==> config.mk <==
export PLATFORM = sky130hd
export DESIGN_NAME = tick_timer
export DESIGN_NICKNAME = d
export VERILOG_FILES = /design/src/rtl/tick_timer.sv
export SDC_FILE = /design/constraint.sdc
export NUM_CORES = 1
export LEC_CHECK = 0
export CAP_MARGIN = 20
export CORE_UTILIZATION = 60
export CTS_CLUSTER_DIAMETER = 30
export DETAILED_ROUTE_END_ITERATION = 10
export PLACE_DENSITY_LB_ADDON = 0.15
export SLEW_MARGIN = 30
export SYNTH_ARGS = -nofsm -noshare
export SYNTH_HDL_FRONTEND = slang
export SYNTH_SLANG_ARGS = --single-unit
==> constraint.sdc <==
create_clock -name clk -period 5.3 [get_ports clk]
set_input_delay 1.06 -clock clk [delete_from_list [all_inputs] [get_ports clk]]
set_output_delay 1.06 -clock clk [all_outputs]
set_load 0.02 [all_outputs]
==> src/rtl/tick_timer.sv <==
module tick_timer #(
  parameter int AW = 8,
  parameter int PW = 32,
  parameter int RW = 31
) (
  input  logic          clk,
  input  logic          rst_n,
  input  logic          wr_en,
  input  logic [AW-1:0] addr,
  input  logic [31:0]   wdata,
  output logic [31:0]   rdata,
  output logic          irq
);
  localparam logic [AW-1:0] A_PRESC  = AW'('h00);
  localparam logic [AW-1:0] A_RELOAD = AW'('h08);
  localparam logic [AW-1:0] A_CTRL   = AW'('h20);
  localparam logic [AW-1:0] A_STS    = AW'('h30);
  localparam logic [AW-1:0] A_IEN    = AW'('h34);
  localparam logic [AW-1:0] A_WACK   = AW'('h40);

  logic [PW-1:0] presc_q, presc_cnt;
  logic [RW-1:0] reload_q, int_cnt;
  logic [2:0]    ctrl_q;
  logic          ien_q, sts_q;
  logic [2:0]    wack_q;

  wire wr_presc  = wr_en && addr == A_PRESC;
  wire wr_reload = wr_en && addr == A_RELOAD;
  wire wr_ctrl   = wr_en && addr == A_CTRL;
  wire wr_sts    = wr_en && addr == A_STS;
  wire wr_ien    = wr_en && addr == A_IEN;
  wire wr_wack   = wr_en && addr == A_WACK;

  wire running = ctrl_q[0] & ctrl_q[1];
  wire tick    = running && presc_cnt == '0;
  wire expire  = tick && int_cnt <= RW'(1);

  assign irq = sts_q & ien_q;

  always_ff @(posedge clk or negedge rst_n) begin
    if (!rst_n) begin
      presc_q  <= '0;
      reload_q <= '0;
      ctrl_q   <= '0;
      ien_q    <= 1'b0;
      sts_q    <= 1'b0;
      wack_q   <= '0;
    end else begin
      if (wr_presc) presc_q <= wdata[PW-1:0];
      if (wr_reload && wdata[31]) reload_q <= wdata[RW-1:0];
      if (wr_ien) ien_q <= wdata[0];
      if (wr_ctrl) ctrl_q <= wdata[2:0];
      else if (expire && !ctrl_q[2]) ctrl_q[1:0] <= 2'b00;
      if (expire) sts_q <= 1'b1;
      else if (wr_sts && wdata[0]) sts_q <= 1'b0;
      wack_q <= (wack_q & ~(wr_wack ? {wdata[3], wdata[1:0]} : 3'b000))
              | {wr_ctrl, wr_reload, wr_presc};
    end
  end

  always_ff @(posedge clk or negedge rst_n) begin
    if (!rst_n) begin
      presc_cnt <= '0;
      int_cnt   <= '0;
    end else if (!running) begin
      presc_cnt <= presc_q;
      int_cnt   <= reload_q;
    end else if (tick) begin
      presc_cnt <= presc_q;
      int_cnt   <= expire ? reload_q : int_cnt - RW'(1);
    end else begin
      presc_cnt <= presc_cnt - PW'(1);
    end
  end

  always_comb begin
    rdata = '0;
    case (addr)
      A_PRESC:  rdata = 32'(presc_q);
      A_RELOAD: rdata = 32'(reload_q);
      A_CTRL:   rdata = {29'd0, ctrl_q};
      A_STS:    rdata = {31'd0, sts_q};
      A_IEN:    rdata = {31'd0, ien_q};
      A_WACK:   rdata = {28'd0, wack_q[2], 1'b0, wack_q[1:0]};
      default:  rdata = '0;
    endcase
  end

  AST_STS_ON_EXPIRE: assert property (@(posedge clk) disable iff (!rst_n)
    expire |=> sts_q);
  AST_ONESHOT_HALT: assert property (@(posedge clk) disable iff (!rst_n)
    (expire && !ctrl_q[2] && !wr_ctrl) |=> !running);
  AST_HOLD_STOPPED: assert property (@(posedge clk) disable iff (!rst_n)
    !running |=> int_cnt == $past(reload_q) && presc_cnt == $past(presc_q));
  AST_RELOAD_GUARD: assert property (@(posedge clk) disable iff (!rst_n)
    (wr_reload && !wdata[31]) |=> $stable(reload_q));
  AST_WACK_STICKY: assert property (@(posedge clk) disable iff (!rst_n)
    !wr_wack |=> (wack_q & $past(wack_q)) == $past(wack_q));
  AST_REPEAT_KEEPS: assert property (@(posedge clk) disable iff (!rst_n)
    (expire && ctrl_q[2] && !wr_ctrl) |=> running);
endmodule

==> impl_metrics.toml <==
[outcome]
status = "finished clean"

[yosys]
synthTopCellsByArea = "dfrtp_1 47%, mux2_2 10%, a22o_1 3.4%"
synth_cells = 703
yosysWarningCount = 0
synthArstFlopShare = 1.00
syn_avg_cell_area_um2 = 10.1
syn-cell-area_um2 = 7110
yosysTopAreaCell = "dfrtp_1"
syn_nets = 750
ys.flop_type = "dfrtp_1"
yosysMostFrequentCell = "dfrtp_1"
synthTopCellsByCount = "134 x dfrtp_1, 65 x mux2_2, 61 x nand2_1, 47 x nor2_1, 33 x clkbuf_1"
ys_ff_latch = 134
yosysUniqueCellTypes = 66
synth_top_area_frac = 0.471
synth_edf_count = 0
synth-seq-area-share = 0.471

[sta]
tightest_slew_ns = 0.846
worst_slack_ns = 0.664
final_hold_viol_count = 0
finalSetupViolCount = 0
period_minus_slack_ns = 4.64
fin_crit_sh = 0.875
fin_setup_tns_ns = 0
rsz0062_at_grt = "no"
slew_headroom = 0.432
skew_ns = 0.00791
max_freq_mhz = 216
slew_viol_final = 0

[clocking]
cts_hold_buf = 0
cts_tree = "yes"
cts_resized = 0
cts_root_buf = "clkbuf_16"
worstSkewPairLatency_ns = 0.43
ctsLongestPathBuffers = 2
clk_pin_slew_ns = 0.06
htree_levels = 4
cts_sinks = 134
postCtsSetupBuffers = 0
cts_buffers = 17

[setup_path]
critical_path_class = "in2out"
cp_slowest_cell = "clkdlybuf4s50_1"
path_cells = "clkdlybuf4s50_1 -> nor4_1 -> and2_1 -> buf_4 -> a22o_1 -> clkdlybuf4s50_1"
path_max_fanout = 32
cp_num_cells = 6
cp_top_family = "buffers and inverters"
crit_top_cell = "clkdlybuf4s50_1"
crit_arrival_ns = 3.58
cp-start-kind = "input port"
critPathRequiredTime_ns = 4.24
critPathCaptureType = "primary output"
slowest_delay_ns = 0.63
reg2regPathDepth = 5
path_buf_inv = 3

[grt]
grt_start_max_net_pins = 62
met2_usage = 0.536
busiest_layer = "met2"
track_usage = 0.353
grt_pass1_vias = 6421
globalRouteMet1Util = 0.465
antenna_found_initial = 0
overflow = 0
use_met3 = 0.0995
grt_first_pass_wirelength_um = 33700

[power_and_ir_drop]
swShare = 0.308
switching_power_uw = 920
powerDensity_nw_per_um2 = 345
comb_power_share = 0.220
p_seq_frac = 0.373
peakVddDrop_v = 0.000309
internal-power_mw = 2.07
p_leak_nw = 3.92
pwr-share-clk = 0.407

[final_layout]
antenna_cells = 0
drive_gt1_frac = 0.162
nNetsFinal = 818
fin_util = 0.754
areaGrowthSynthToFinish_pct = 21.6
fillers = 758

[min_path]
whs_path_depth = 2
hold_class = "reg2reg"

[routing]
vias = 6270
wl_per_cell_um = 22.5
drtAntennaViolNets = 0
drc = 0
routed_wl_um = 20900
drt_iter0_drc = 659
first_pass_iters = 8
routed_via_density = 6.77

[floorplan]
rows = 39
num_io_pins = 76
die_x_um = 111
start_util = 0.620
die_area_um2 = 12300
coreArea_um2 = 11500
die-height_um = 111

[place]
dp_hpwl_um = 13800
place_ws_ns = 0.749
gp_congestion = 0.901
io_buffers = 75

[job]
max-cap-violations = 0
state kept, by name, indices dropped and copies added (netlist names):
| signal | flops |
|---|---|
| reload_q | 31 |
| ien_q | 1 |
| presc_q | 32 |
| int_cnt | 31 |
| ctrl_q | 3 |
| wack_q | 3 |
| presc_cnt | 32 |
| sts_q | 1 |
layout by cell type, fill, tap and decap left out, types with 19 or more instances in the layout:
cell type,Yosys,routed
nor3_1,30,30
mux2_2,65,65
o21ai_0,22,22
a21oi_1,28,28
nor4_1,25,24
xnor2_1,19,19
nand3_1,24,24
nand2_1,61,61
dfrtp_1,134,134
nor2_1,47,47
a22o_1,28,28
clkdlybuf4s50_1,0,74
metrics by stage:
stage	hold slack [ns]	power [mW]	cells	cell area (um2)
after floorplan	0.446	1.54	703	7110
after global placement	0.466	1.74	894	8010
after detailed placement	0.473	1.75	895	8040
after CTS	0.486	2.97	926	8640
after global routing	0.532	3.09	926	8650
final	0.489	2.99	926	8650
worst paths after layout:
path	slack, ns	from	end
worst max-delay path	0.66	addr[1]	rdata[12]
worst min-delay path	0.49	wack_q[2]$_DFF_PN0_	wack_q[2]$_DFF_PN0_
worst max register to register	1.63	presc_cnt[14]$_DFF_PN0_	presc_cnt[19]$_DFF_PN0_
worst min register to register	0.49	wack_q[2]$_DFF_PN0_	wack_q[2]$_DFF_PN0_
max in group asynchronous	3.48	rst_n	ctrl_q[2]$_DFFE_PN0P_
min in group asynchronous	0.73	rst_n	wack_q[0]$_DFF_PN0_
layout make-up:
| cell class | count | area, um2 | area share |
|---|---|---|---|
| sequential | 134 | 3350 | 0.388 |
| tap | 143 | 179 | 0.0207 |
| timing repair buffer | 91 | 888 | 0.103 |
| multi-input combinational | 511 | 3560 | 0.412 |
| clock buffer | 20 | 457 | 0.0528 |
| inverter | 16 | 60.1 | 0.00694 |
| clock inverter | 11 | 151 | 0.0175 |
power by group through the flow:
| stage | Sequential, mW | Clock [mW] | Combinational, mW |
|---|---|---|---|
| 6_report | 1.11 | 1.22 | 0.657 |
| 5_1_grt | 1.12 | 1.26 | 0.710 |
| 4_1_cts | 1.11 | 1.22 | 0.639 |
| 3_5_place_dp | 1.13 | 0 | 0.627 |
| 3_3_place_gp | 1.12 | 0 | 0.611 |
| 2_1_floorplan | 1.11 | 0 | 0.430 |
cells by family (layout without fill, tap and decap cells):
kind of cell | after synthesis | in the layout | synth area share
AND/OR/NAND/NOR | 261 | 261 | 0.195
adder cells (fa/ha/maj) | 4 | 4 | 0.00704
AO/OA/AOI/OAI | 154 | 154 | 0.159
XOR/XNOR | 26 | 26 | 0.0320
flip-flops | 134 | 134 | 0.471
buffers and inverters | 58 | 138 | 0.0311
multiplexers | 66 | 66 | 0.104
worst register-to-register path, cell delays in order (launching register included):
cell and delay [ns]:
dfrtp_1 0.42, nor4_1 0.66, nand4_1 0.52, or4_1 0.88
nand2_1 0.72, o21ai_0 0.29
routing by layer:
layer,wire length (um),part of all wire
met5,0,0
met4,737,0.035
met3,1980,0.095
met2,9700,0.47
met1,8440,0.40
(Power assumes the default switching activity.)
